File: src/rtl/fieldStatsPkg.sv
package fieldStatsPkg;

  // Strobes from the control to the datapath, valid in the current cycle
  typedef struct packed {
    logic clearAcc;    // restart accumulation from the initial values
    logic takeSample;  // fold inSample into the running statistics
    logic latchOut;    // copy the updated statistics into the result registers
  } statsCtrl_t;

endpackage

File: src/rtl/fieldStatsCtrl.sv
module fieldStatsCtrl
  import fieldStatsPkg::*;
(
  input  logic       clk,
  input  logic       rstN,
  input  logic       inValid,
  input  logic       fieldStart,
  input  logic       fieldEnd,
  output statsCtrl_t ctrl,
  output logic       doneOut
);

  logic inField;
  logic openNow;

  // A field is open this cycle if it was already open or starts here
  assign openNow = inField | fieldStart;

  always_comb begin
    ctrl.clearAcc   = fieldStart;
    ctrl.takeSample = inValid & openNow;
    ctrl.latchOut   = fieldEnd & openNow;
  end

  always_ff @(posedge clk or negedge rstN) begin
    if (!rstN) begin
      inField <= 1'b0;
      doneOut <= 1'b0;
    end else begin
      doneOut <= ctrl.latchOut;
      if (ctrl.latchOut)  inField <= 1'b0;
      else if (fieldStart) inField <= 1'b1;
    end
  end

endmodule

File: src/rtl/fieldStatsExtreme.sv
module fieldStatsExtreme #(
  parameter int SAMPLE_W = 16,
  parameter bit FIND_MAX = 1'b0
) (
  input  logic                       clk,
  input  logic                       rstN,
  input  logic                       clearAcc,
  input  logic                       takeSample,
  input  logic signed [SAMPLE_W-1:0] sample,
  output logic signed [SAMPLE_W-1:0] nextVal
);

  localparam logic signed [SAMPLE_W-1:0] MOST_POS = {1'b0, {(SAMPLE_W-1){1'b1}}};
  localparam logic signed [SAMPLE_W-1:0] MOST_NEG = {1'b1, {(SAMPLE_W-1){1'b0}}};

  logic signed [SAMPLE_W-1:0] initVal;
  logic signed [SAMPLE_W-1:0] accVal;
  logic signed [SAMPLE_W-1:0] baseVal;
  logic                       replace;

  generate
    if (FIND_MAX) begin : g_max
      assign initVal = MOST_NEG;
      assign replace = sample > baseVal;
    end else begin : g_min
      assign initVal = MOST_POS;
      assign replace = sample < baseVal;
    end
  endgenerate

  always_comb begin
    baseVal = clearAcc ? initVal : accVal;
    nextVal = (takeSample && replace) ? sample : baseVal;
  end

  always_ff @(posedge clk or negedge rstN) begin
    if (!rstN) accVal <= initVal;
    else       accVal <= nextVal;
  end

endmodule

File: src/rtl/fieldStatsPath.sv
module fieldStatsPath
  import fieldStatsPkg::*;
#(
  parameter int SAMPLE_W = 16,
  parameter int SUM_W    = 36,
  parameter int SQ_W     = 52,
  parameter int CNT_W    = 20
) (
  input  logic                clk,
  input  logic                rstN,
  input  statsCtrl_t          ctrl,
  input  logic [SAMPLE_W-1:0] inSample,
  output logic [SAMPLE_W-1:0] resMin,
  output logic [SAMPLE_W-1:0] resMax,
  output logic [SUM_W-1:0]    resSum,
  output logic [SQ_W-1:0]     resSumSq,
  output logic [CNT_W-1:0]    resCount,
  output logic                resRangeValid
);

  localparam int PROD_W = 2 * SAMPLE_W;

  logic signed [SAMPLE_W-1:0] sampleS;
  logic signed [SAMPLE_W-1:0] nextMin, nextMax;
  logic signed [PROD_W-1:0]   square;
  logic [SUM_W-1:0]  sampleExt;
  logic [SQ_W-1:0]   squareExt;
  logic [SUM_W-1:0]  accSum, baseSum, nextSum;
  logic [SQ_W-1:0]   accSq, baseSq, nextSq;
  logic [CNT_W-1:0]  accCnt, baseCnt, nextCnt;

  assign sampleS = $signed(inSample);
  assign square  = sampleS * sampleS;   // never negative
  assign sampleExt = {{(SUM_W-SAMPLE_W){sampleS[SAMPLE_W-1]}}, sampleS};
  assign squareExt = {{(SQ_W-PROD_W){1'b0}}, square};

  fieldStatsExtreme #(.SAMPLE_W(SAMPLE_W), .FIND_MAX(1'b0)) u_min (
    .clk(clk), .rstN(rstN), .clearAcc(ctrl.clearAcc),
    .takeSample(ctrl.takeSample), .sample(sampleS), .nextVal(nextMin)
  );

  fieldStatsExtreme #(.SAMPLE_W(SAMPLE_W), .FIND_MAX(1'b1)) u_max (
    .clk(clk), .rstN(rstN), .clearAcc(ctrl.clearAcc),
    .takeSample(ctrl.takeSample), .sample(sampleS), .nextVal(nextMax)
  );

  always_comb begin
    baseSum = ctrl.clearAcc ? '0 : accSum;
    baseSq  = ctrl.clearAcc ? '0 : accSq;
    baseCnt = ctrl.clearAcc ? '0 : accCnt;
    nextSum = ctrl.takeSample ? baseSum + sampleExt     : baseSum;
    nextSq  = ctrl.takeSample ? baseSq + squareExt      : baseSq;
    nextCnt = ctrl.takeSample ? baseCnt + CNT_W'(1)     : baseCnt;
  end

  always_ff @(posedge clk or negedge rstN) begin
    if (!rstN) begin
      accSum <= '0;
      accSq  <= '0;
      accCnt <= '0;
    end else begin
      accSum <= nextSum;
      accSq  <= nextSq;
      accCnt <= nextCnt;
    end
  end

  always_ff @(posedge clk or negedge rstN) begin
    if (!rstN) begin
      resMin        <= '0;
      resMax        <= '0;
      resSum        <= '0;
      resSumSq      <= '0;
      resCount      <= '0;
      resRangeValid <= 1'b0;
    end else if (ctrl.latchOut) begin
      resMin        <= nextMin;
      resMax        <= nextMax;
      resSum        <= nextSum;
      resSumSq      <= nextSq;
      resCount      <= nextCnt;
      resRangeValid <= (nextCnt != '0);
    end
  end

endmodule

File: src/rtl/fieldStatsAcc.sv
module fieldStatsAcc
  import fieldStatsPkg::*;
#(
  parameter int SAMPLE_W = 16,
  parameter int SUM_W    = 36,
  parameter int SQ_W     = 52,
  parameter int CNT_W    = 20
) (
  input  logic                clk,
  input  logic                rstN,
  input  logic                inValid,
  input  logic [SAMPLE_W-1:0] inSample,
  input  logic                fieldStart,
  input  logic                fieldEnd,
  output logic [SAMPLE_W-1:0] resMin,
  output logic [SAMPLE_W-1:0] resMax,
  output logic [SUM_W-1:0]    resSum,
  output logic [SQ_W-1:0]     resSumSq,
  output logic [CNT_W-1:0]    resCount,
  output logic                resRangeValid,
  output logic                resDone
);

  statsCtrl_t ctrl;

  fieldStatsCtrl u_ctrl (
    .clk(clk), .rstN(rstN), .inValid(inValid),
    .fieldStart(fieldStart), .fieldEnd(fieldEnd),
    .ctrl(ctrl), .doneOut(resDone)
  );

  fieldStatsPath #(
    .SAMPLE_W(SAMPLE_W), .SUM_W(SUM_W), .SQ_W(SQ_W), .CNT_W(CNT_W)
  ) u_path (
    .clk(clk), .rstN(rstN), .ctrl(ctrl), .inSample(inSample),
    .resMin(resMin), .resMax(resMax), .resSum(resSum),
    .resSumSq(resSumSq), .resCount(resCount), .resRangeValid(resRangeValid)
  );

endmodule

File: config.mk
export PLATFORM = sky130hd
export DESIGN_NAME = fieldStatsAcc
export DESIGN_NICKNAME = d
export VERILOG_FILES = /design/src/rtl/fieldStatsPkg.sv /design/src/rtl/fieldStatsCtrl.sv /design/src/rtl/fieldStatsExtreme.sv /design/src/rtl/fieldStatsPath.sv /design/src/rtl/fieldStatsAcc.sv
export SDC_FILE = /design/constraint.sdc
export NUM_CORES = 1
export LEC_CHECK = 0
export BUFFER_PORTS_ARGS = -buffer_cell sky130_fd_sc_hd__buf_2
export CAP_MARGIN = 20
export CELL_PAD_IN_SITES_DETAIL_PLACEMENT = 1
export CELL_PAD_IN_SITES_GLOBAL_PLACEMENT = 1
export CORE_MARGIN = 1.5
export CORE_UTILIZATION = 25
export CTS_CLUSTER_DIAMETER = 40
export CTS_CLUSTER_SIZE = 12
export DETAILED_ROUTE_END_ITERATION = 6
export GPL_TIMING_DRIVEN = 0
export PLACE_DENSITY = 0.48
export REMOVE_ABC_BUFFERS = 1
export SLEW_MARGIN = 0
export SYNTH_ARGS = -nofsm -noshare
export SYNTH_HDL_FRONTEND = slang
export SYNTH_SLANG_ARGS = --single-unit
File: constraint.sdc
create_clock -name clk -period 6.1 [get_ports clk]
set_input_delay 0.915 -clock clk [delete_from_list [all_inputs] [get_ports clk]]
set_output_delay 0.915 -clock clk [all_outputs]
set_load 0.05 [all_outputs]
Yosys cells after proc, flatten, opt, wreduce, memory -nomap -nowiden
Cells that the tools add are included.
{"block": "totals", "word_cells": 38, "input_bits": 21, "output_inout_bits": 142, "regBits": 283}
{"block": "op_classes", "mul": 1, "mux": 12, "reduce_logical": 4, "add_sub_neg": 3, "n_lt_le_gt_ge": 2, "n_bitwise": 3}
{"cell": "$mux W52", "count": 2}
{"cell": "$mux W36", "count": 2}
{"cell": "$mux W16", "count": 4}
{"cell": "$add A52 B32 Y52", "count": 1}
{"cell": "$mux W20", "count": 2}
{"cell": "$add A36 B36 Y36", "count": 1}
{"cell": "$mul A16 B16 Y32", "count": 1}
{"cell": "$add A20 B1 Y20 const B", "count": 1}
{"cell": "$reduce_bool A20 Y1", "count": 1}
{"cell": "$gt A16 B16 Y1", "count": 1}
{"cell": "$lt A16 B16 Y1", "count": 1}
{"cell": "$and A1 B1 Y1", "count": 2}
{"cell": "$logic_and A1 B1 Y1", "count": 2}
{"cell": "$mux W1", "count": 2}
{"cell": "$reduce_bool A2 Y1", "count": 1}
{"cell": "$or A1 B1 Y1", "count": 1}

Depth between registers and ports, before layout
Gate-level depths: netlist (run 1).
{"block": "logic_depth", "word_depth": 4, "mapped_depth": 37, "depth_no_buf": 36}

Modules after synthesis
From an unflattened synthesis (run 1), not the netlist that was laid out.
{"block": "hier_totals", "hier_cells": 2581, "area_unflattened_um2": 25415.6}
{"mod": "fieldStatsPath", "area_each_um2": 22666.7, "cells_per_inst": 2298, "n_inst": 1, "seq_area_each_um2": 6231.0}
{"mod": "fieldStatsExtreme at u_path.u_min", "area_each_um2": 1534.0, "cells_per_inst": 164, "n_inst": 1, "seq_area_each_um2": 419.2}
{"mod": "fieldStatsExtreme at u_path.u_max", "area_each_um2": 1132.3, "cells_per_inst": 113, "n_inst": 1, "seq_area_each_um2": 401.6}
{"mod": "fieldStatsCtrl", "area_each_um2": 82.6, "cells_per_inst": 6, "n_inst": 1, "seq_area_each_um2": 50.0}

Worst setup path after synthesis (run 1)
OpenSTA, ideal clock, no wires.
{"block": "synth_path", "path_kind": "input to register", "from": "input port inSample[15]", "to": "register u_path.resSumSq[41]", "slack_ns": -2.934, "setup_ns": 0.125, "stages": 31, "n_path_buf": 3, "t_required_ns": 5.975, "arrival_ns": 8.910, "path_cell_list": "inv_1 -> clkbuf_1 -> clkbuf_1 -> nor2_1 -> fa_1 -> inv_1 -> fa_1 -> inv_1 -> fa_1 -> fa_1 -> fa_1 -> inv_1 -> fa_1 -> inv_1 -> ha_1 -> and4_1 -> and2_1 -> a311oi_1 -> o21ai_0 -> xor2_1 -> ha_1 -> clkbuf_1 -> a21o_1 -> a21o_1 -> a21oi_1 -> a21boi_0 -> a2111oi_4 -> nor2_2 -> nand4_1 -> xnor2_1 -> mux2_2"}
{"block": "synth_between", "elab_chain_len": 3}
{"element": "start, declared", "line_no": "fieldStatsAcc.sv:12", "rtl": "input logic [SAMPLE_W-1:0] inSample,"}
{"element": "$mul A16 B16 Y32", "line_no": "fieldStatsPath.sv:33", "rtl": "assign square = sampleS * sampleS;"}
{"element": "$add A52 B32 Y52", "line_no": "fieldStatsPath.sv:52", "rtl": "nextSq = ctrl.takeSample ? baseSq + squareExt : baseSq;"}
{"element": "$mux W52", "line_no": "fieldStatsPath.sv:52"}
{"element": "net u_path.nextSq[41]", "line_no": "fieldStatsPath.sv:29", "rtl": "logic [SQ_W-1:0] accSq, baseSq, nextSq;"}
{"element": "end signal, assigned", "line_no": "fieldStatsPath.sv:80", "rtl": "resSumSq <= nextSq;"}
{"element": "end, declared", "line_no": "fieldStatsPath.sv:16", "rtl": "output logic [SQ_W-1:0] resSumSq,"}
The timed path passes the listed nets, and every way through them passes these cells.
A chain may end at the register's enable or synchronous reset.

Worst setup path in the final report (run 1)
{"block": "layout_path", "from": "input port inSample[5]", "to": "register u_path.resSumSq[50]"}
Same word-level chain as after synthesis.

==> Flow_metrics.wiki, run 1 <==
{| class="wikitable"
! Metric !! Value
|-
| Prevailing post-synth register cell || dfrtp_1
|-
| Clock transition at path regs || approximately 0.05 ns
|-
| Outcome || finished with violations
|-
| Cell area after synthesis || 24,600 µm²
|-
| Vias after detailed routing || between 20,000 and 25,000
|-
| P&R area growth vs syn || 37.4%
|-
| Synth top area share || 27.2%
|-
| Setup crit end kind || flip-flop
|-
| I/O pin total || 163
|-
| Proportion of synthesized chip area in sequential cells || about 29%
|-
| Most common cell after layout, fill and taps aside || nand2_1
|-
| Number of buffers created by CTS || 68
|-
| Clock Latency Late Sink || between 0.6 and 0.7 ns
|-
| Biggest area contributors in the synthesized netlist || dfrtp_1 (27%), fa_1 (19%), ha_1 (9.4%)
|-
| Max-slew violation total from the final report || 0
|-
| Max Clock Skew || a little under 0.04 ns
|-
| Warnings from Yosys || 0
|-
| Final setup margin || -2.10 ns
|-
| Clk sinks || approximately 280
|-
| Largest net degree at the start of global routing || 110
|-
| Total global routing track utilization || 17.1%
|-
| Number of flops mapped to enable cells by yosys || 0
|-
| Endpoint arrival time on the critical path || around 8.7 ns
|-
| Hpwl dp || a little under 60,000 µm
|-
| Slack of the worst reg-to-reg path || slightly below 2 ns
|-
| Initial antenna violation count || 0
|-
| Setup crit start kind || input port
|-
| Slowest stage delay, CP || roughly 0.53 ns
|-
| Depth of the most critical reg-to-reg path || 14
|-
| Buffers added on ports || approximately 160
|-
| Worst slew margin || between 30% and 40%
|-
| Detailed Route Iter0 Violations || 709
|-
| DRT Pass-1 Iters || 5
|-
| Placement row count || around 110
|-
| Minimum period implied by the final worst setup slack || 8.20 ns
|-
| Final nets || between 3,000 and 4,000
|-
| Die height || around 320 µm
|-
| Worst path required time || approximately 6.6 ns
|-
| Die Footprint || ~100,000 µm²
|-
| Standard cell core area || slightly below 100,000 µm²
|-
| Fraction of layout cells with a size suffix above 1 || 28.6%
|-
| Final Setup Violations || 84
|-
| Slew @ Worst Pin || approximately 0.91 ns
|-
| Die X-Extent || between 300 and 400 µm
|-
| Mapped Cells || between 2,000 and 3,000
|-
| Critical path's slowest cell || fa_1
|-
| Largest fanout of any net on the critical path || 5
|-
| Number of maximum-capacitance constraint violations || 0
|-
| Synthesized flop and latch total || 283
|-
| Number of global-route vias before repair || between 20,000 and 25,000
|-
| Final Hold Slack || between 0.2 and 0.3 ns
|-
| Fill cell instance count of the final layout || roughly 11,000
|-
| Commonest cells after routing, fill and taps aside || nand2_1 (372), inv_1 (312), dfrtp_1 (267), fa_1 (223), nor2_1 (197)
|-
| First-pass GRT wire length || 132,000 µm
|-
| Antenna fix cells || 0
|-
| Reg-to-Reg Start || u_path.accSum[0]$_DFF_PN0_
|-
| Library cell with the largest summed area after synthesis || dfrtp_1
|-
| Library cell used as clock root buffer || clkbuf_16
|-
| CP Class || in2reg
|-
| Routed wire length || 84,300 µm
|-
| DRC viols || 0
|-
| Fin crit share || 134%
|-
| Fraction of synthesis flops using an asynchronous set or reset pin || 100%
|-
| CTS Hold Bufs || 0
|-
| Overflow left after global routing || 0
|-
| Failing checks || negative setup slack
|-
| Routed wire length per instance || between 15 and 20 µm
|-
| Initial cell density of the core || between 20 and 30%
|-
| Number of hold violations in the final report || 0
|-
| Library cells used by synthesis || 72
|-
| Peak clock frequency supported by timing || between 0.1 and 0.15 GHz
|-
| Worst R2R End || u_path.resSum[34]$_DFFE_PN0P_
|-
| Unrepaired setup endpoints after global routing || true
|-
| Average instance area after synthesis || approximately 9.1 µm²
|-
| CTS tree || built
|-
| HP Class || in2async
|-
| Level count of the clock H-tree || 3
|-
| Vias per cell || 4.58
|-
| Number of routed nets with antenna violations || 0
|-
| Maximum clock insertion buffer count || 3
|-
| Placer Congestion || between 0.8 and 0.9
|}
## metrics by stage
| stage | utilization, % | cell area (µm²) | std cells | TNS, ns | setup WS, ns |
|---|---|---|---|---|---|
| 2_1_floorplan | - | 24200 | 2597 | -500.03 | -3.02 |
| 3_3_place_gp | 27.5 | 26600 | 4035 | -3477.57 | -14.99 |
| 3_5_place_dp | 27.8 | 27000 | 4049 | -358.13 | -5.49 |
| 4_1_cts | 33.5 | 32500 | 4323 | -127.20 | -2.08 |
| 5_1_grt | 34.8 | 33800 | 4378 | -145.77 | -2.32 |
| 6_report | 34.8 | 33800 | 4378 | -126.01 | -2.10 |
## what timing repair did
action,4_1_cts,5_1_grt
gates resized for setup,416,194
gates cloned,1,0
setup buffers,151,60
pin swaps,180,211
setup endpoints to repair,90,88
## worst max-delay path by stage
stage	start	slack (ns)	cells after the start	end
after CTS	inSample[1]	-2.08	37	u_path.resSumSq[39]$_DFFE_PN0P_
final	inSample[5]	-2.10	37	u_path.resSumSq[50]$_DFFE_PN0P_
after global routing	inSample[5]	-2.32	39	u_path.resSumSq[47]$_DFFE_PN0P_
after detailed placement	inSample[9]	-5.49	33	u_path.resSumSq[40]$_DFFE_PN0P_
after floorplan	fieldStart	-3.02	3	u_path.resMax[0]$_DFFE_PN0P_
after global placement	fieldStart	-14.99	5	u_path.resSumSq[4]$_DFFE_PN0P_
## worst max-delay path: cells and delay by family
family	cells	cell delay, ns
adders and majority gates	8	3.48
AOI/OAI and AO/OA	11	2.22
buffers and inverters	12	1.31
muxes	1	0.27
and+or+nand+nor	3	0.24
xor gates and xnor gates	2	0.22
## final cells by class
cell class | count | area, µm² | area share, %
Clock buffer | 89 | 1870 | 5.54
Clock inverter | 33 | 529 | 1.57
Inverter | 371 | 1610 | 4.75
Multi-Input combinational cell | 1943 | 17600 | 52.2
Sequential cell | 283 | 7100 | 21.0
Tap cell | 1276 | 1600 | 4.73
Timing Repair Buffer | 383 | 3420 | 10.1
## registers in the layout (all words and copies together), names as in the netlist
name	count
u_ctrl.inField	1
u_path.resSum	36
u_path.u_min.accVal	16
u_path.resMin	16
u_path.resMax	16
u_path.accCnt	20
u_ctrl.doneOut	1
u_path.resSumSq	52
u_path.accSq	52
u_path.resRangeValid	1
u_path.u_max.accVal	16
u_path.accSum	36
u_path.resCount	20
## routing by layer
metal	vias to the layer above	GRT usage, %	share of wire, %
met2	273	29.1	49
li1	9455	-	-
met4	0	5.08	2.5
met1	10227	22.6	45
met5	-	0	0
met3	114	2.34	3.2
## cells by family (layout without fill, tap and decap cells)
logic type | after synthesis | after routing | synth area share, %
adders and majority gates | 423 | 423 | 28.8
DFF | 283 | 283 | 28.9
muxes | 62 | 62 | 2.76
and+or+nand+nor | 905 | 905 | 16.7
AOI/OAI and AO/OA | 429 | 429 | 11.3
xor gates and xnor gates | 124 | 124 | 4.42
buffers and inverters | 462 | 876 | 7.06
## synth_stat cells (19+ instances only)
library cell / number
xnor2_1: 82
o21ai_0: 97
nand3_1: 32
a21o_1: 62
and2_1: 24
a31oi_1: 42
nand2b_1: 36
xor2_1: 42
o21a_1: 19
o31ai_1: 25
ha_1: 184
a21oi_1: 96
dfrtp_1: 267
nand2_1: 393
nor2_1: 227
nand4_1: 24
inv_1: 361
mux2_2: 45
fa_1: 239
nor2b_1: 90
clkbuf_1: 74
Power of run 1 is left out: the tool's default activity adds up to more than one toggle a clock period on the data nets, which glitch-free logic cannot reach.
==> run 2: changes to the inputs <==
PLACE_DENSITY = 0.5   (was 0.48)
clock period = 7.1 ns   (was 6.1 ns; I/O delays follow)
==> run 2 against run 1 <==
Effect of this change:
- the run still ends with negative setup slack left
- worst hold slack better by 0.14 ns
- highest routed layer unchanged
- first-iteration DRC count up 14%
- non-clock buffer count down 43
- flip-flop and latch count unchanged
- via count down 1.3%
- wire length down 3.1%
- final cell count down 1.1%
- global-route usage down 0.34 points
- register-to-register slack better by 0.86 ns
- largest cell class unchanged
- utilization down 0.96 points
==> Flow_metrics.wiki, run 2 (synthesized netlist as in run 1, its figures left out) <==
{| class="wikitable"
! Metric !! Value
|-
| Capturing element of the worst setup path || u_path.resSumSq[35]$_DFFE_PN0P_ (was u_path.resSumSq[50]$_DFFE_PN0P_)
|-
| Routed wire length per instance || 18.9 µm (was 19.3 µm)
|-
| Number of hold violations in the final report || 0 (unchanged)
|-
| Number of buffers created by CTS || 66 (was 68)
|-
| Standard cell core area || 97,000 µm² (unchanged)
|-
| Hpwl dp || 57,800 µm (was 58,100 µm)
|-
| Fraction of layout cells with a size suffix above 1 || 25.1% (was 28.6%)
|-
| Largest registers in the final layout || u_path.accSq (52), u_path.resSumSq (52) (unchanged)
|-
| Clk sinks || 283 (unchanged)
|-
| Vias after detailed routing || 19,817 (was 20,069)
|-
| Largest fanout of any net on the critical path || 7 (was 5)
|-
| Initial cell density of the core || 25.3% (unchanged)
|-
| Slack of the worst reg-to-reg path || 2.82 ns (was 1.96 ns)
|-
| Reg-to-Reg Start || u_path.accSum[0]$_DFF_PN0_ (unchanged)
|-
| Crit path launch || inSample[8] (was inSample[5])
|-
| Worst path required time || 7.58 ns (was 6.61 ns)
|-
| Slowest stage delay, CP || 0.59 ns (was 0.53 ns)
|-
| Library cell used as clock root buffer || clkbuf_16 (unchanged)
|-
| Initial antenna violation count || 0 (unchanged)
|-
| Fill cell instance count of the final layout || 10,989 (was 10,979)
|-
| Detailed Route Iter0 Violations || 809 (was 709)
|-
| Die Footprint || 100,000 µm² (unchanged)
|-
| Minimum period implied by the final worst setup slack || ~8.3 ns
|-
| Maximum clock insertion buffer count || 3 (unchanged)
|-
| Final Setup Violations || 70 (was 84)
|-
| Setup crit start kind || input port (unchanged)
|-
| First-pass GRT wire length || 131,000 µm (was 132,000 µm)
|-
| CP Class || in2reg (unchanged)
|-
| Total instance count after detailed placement || 4,049 (unchanged)
|-
| Max-slew violation total from the final report || 0 (unchanged)
|-
| Vias per cell || 4.57 (was 4.58)
|-
| Most common cell after layout, fill and taps aside || nand2_1 (unchanged)
|-
| Endpoint arrival time on the critical path || 8.77 ns (was 8.71 ns)
|-
| Number of routed nets with antenna violations || 0 (unchanged)
|-
| CTS tree || built (unchanged)
|-
| Largest net degree at the start of global routing || 112 (was 110)
|-
| Antenna fix cells || 0 (unchanged)
|-
| DRT Pass-1 Iters || 5 (unchanged)
|-
| I/O pin total || 163 (unchanged)
|-
| Max Clock Skew || 0.0582 ns (was 0.0388 ns)
|-
| Slew @ Worst Pin || 0.906 ns (about the same)
|-
| Routed wire length || 81,700 µm (was 84,300 µm)
|-
| Critical path's slowest cell || fa_1 (unchanged)
|-
| Worst R2R End || u_path.resSum[34]$_DFFE_PN0P_ (unchanged)
|-
| Outcome || finished with violations (unchanged)
|-
| HP Class || in2async (unchanged)
|-
| P&R area growth vs syn || 33.7% (was 37.4%)
|-
| Placer Congestion || 0.808 (was 0.810)
|-
| Peak clock frequency supported by timing || 0.121 GHz
|-
| Depth of the most critical reg-to-reg path || 14 (unchanged)
|-
| Failing checks || negative setup slack (unchanged)
|-
| Setup crit end kind || flip-flop (unchanged)
|-
| Clock transition at path regs || 0.05 ns (about the same)
|-
| Final nets || 3,451 (was 3,494)
|-
| Unrepaired setup endpoints after global routing || true (unchanged)
|-
| Fin crit share || 117%
|-
| Clock Latency Late Sink || 0.61 ns (was 0.62 ns)
|-
| Die height || 316 µm (unchanged)
|-
| DRC viols || 0 (unchanged)
|-
| Number of global-route vias before repair || 22,143 (was 22,458)
|-
| Worst slew margin || 38.8% (about the same)
|-
| Overflow left after global routing || 0 (unchanged)
|-
| Level count of the clock H-tree || 3 (unchanged)
|-
| Total global routing track utilization || 16.8% (was 17.1%)
|-
| Die X-Extent || 316 µm (unchanged)
|-
| Buffers added on ports || 162 (unchanged)
|-
| Commonest cells after routing, fill and taps aside || nand2_1 (380), inv_1 (329), dfrtp_1 (267), fa_1 (230), nor2_1 (200) (was nand2_1 (372), inv_1 (312), dfrtp_1 (267), fa_1 (223), nor2_1 (197))
|-
| Number of maximum-capacitance constraint violations || 0 (unchanged)
|-
| Placement row count || 114 (unchanged)
|-
| Final setup margin || -1.19 ns (was -2.10 ns)
|-
| Non-filler cells, final || 4,332 (was 4,378)
|}
==> run 2: cell types whose count changed in the layout (fill, tap and decap cells not counted), sizes merged <==
cell / previous run / this run
clkinvlp: 11 / 9
bufinv: 10 / 13
buf: 382 / 339
inv: 363 / 364
clkinv: 20 / 17
clkbuf: 89 / 87
==> run 2: timing repair <==
item / CTS / global route
buffers inserted: 136 / 35
pin swaps: 162 / 97
endpoints found under the setup margin: 84 / 82
cloned: 3 / 0
gates resized for setup: 384 / 92
hold buffers: 0 / 0
==> run 2: worst min path at each step <==
| stage | from | to | slack [ns] | depth (start not counted) |
|---|---|---|---|---|
| after floorplan | u_path.accSq[51]$_DFF_PN0_ | u_path.accSq[51]$_DFF_PN0_ | 0.49 | 2 |
| after global placement | u_path.resCount[16]$_DFFE_PN0P_ | u_path.resCount[16]$_DFFE_PN0P_ | 0.45 | 2 |
| after detailed placement | u_path.resCount[10]$_DFFE_PN0P_ | u_path.resCount[10]$_DFFE_PN0P_ | 0.46 | 2 |
| after CTS | rstN | u_path.u_max.accVal[7]$_DFF_PN0_ | 0.42 | 1 |
| after global routing | rstN | u_path.resMin[11]$_DFFE_PN0P_ | 0.45 | 1 |
| final | rstN | u_path.resMin[11]$_DFFE_PN0P_ | 0.43 | 1 |
==> run 2: metal layers <==
metal / vias up / wire length (µm) / global-route usage (%)
li1: 9375 / - / -
met1: 10042 / 36900 / 22.1
met2: 272 / 39500 / 28.2
met3: 128 / 3060 / 2.92
met4: 0 / 2230 / 4.66
met5: - / 0 / 0
==> run 2: cell type report <==
class / instances / area, µm² / area share (%)
multi-input cells: 1943 / 17200 / 52.3
flip-flops and latches: 283 / 7100 / 21.6
repair buffers: 340 / 2940 / 8.94
clock buffers: 87 / 1850 / 5.64
well taps: 1276 / 1600 / 4.86
inverters: 371 / 1570 / 4.79
clock inverters: 30 / 577 / 1.76
repair inverters: 2 / 17.5 / 0.0533
==> run 2: through the flow <==
step	util, %	instance area [µm²]	setup slack, ns	hold WS [ns]	TNS, ns
floorplan	-	24200	-2.17	0.495	-298.18
global placement	27.5	26600	-13.80	0.455	-2925.35
detailed placement	27.8	27000	-3.99	0.457	-263.06
CTS	33.2	32200	-1.19	0.424	-56.05
global route	33.9	32800	-1.51	0.453	-81.43
finish	33.9	32800	-1.19	0.433	-59.68
==> run 2: critical path, delay by kind of cell <==
kind                       cells  cell delay [ns]
muxes                          1             0.26
AOI/OAI and AO/OA             10             1.92
buffers and inverters          8             0.84
xor gates and xnor gates       2             0.24
adders and majority gates      8             3.61
and+or+nand+nor                8             0.81
Power of run 2 is left out for the same reason.
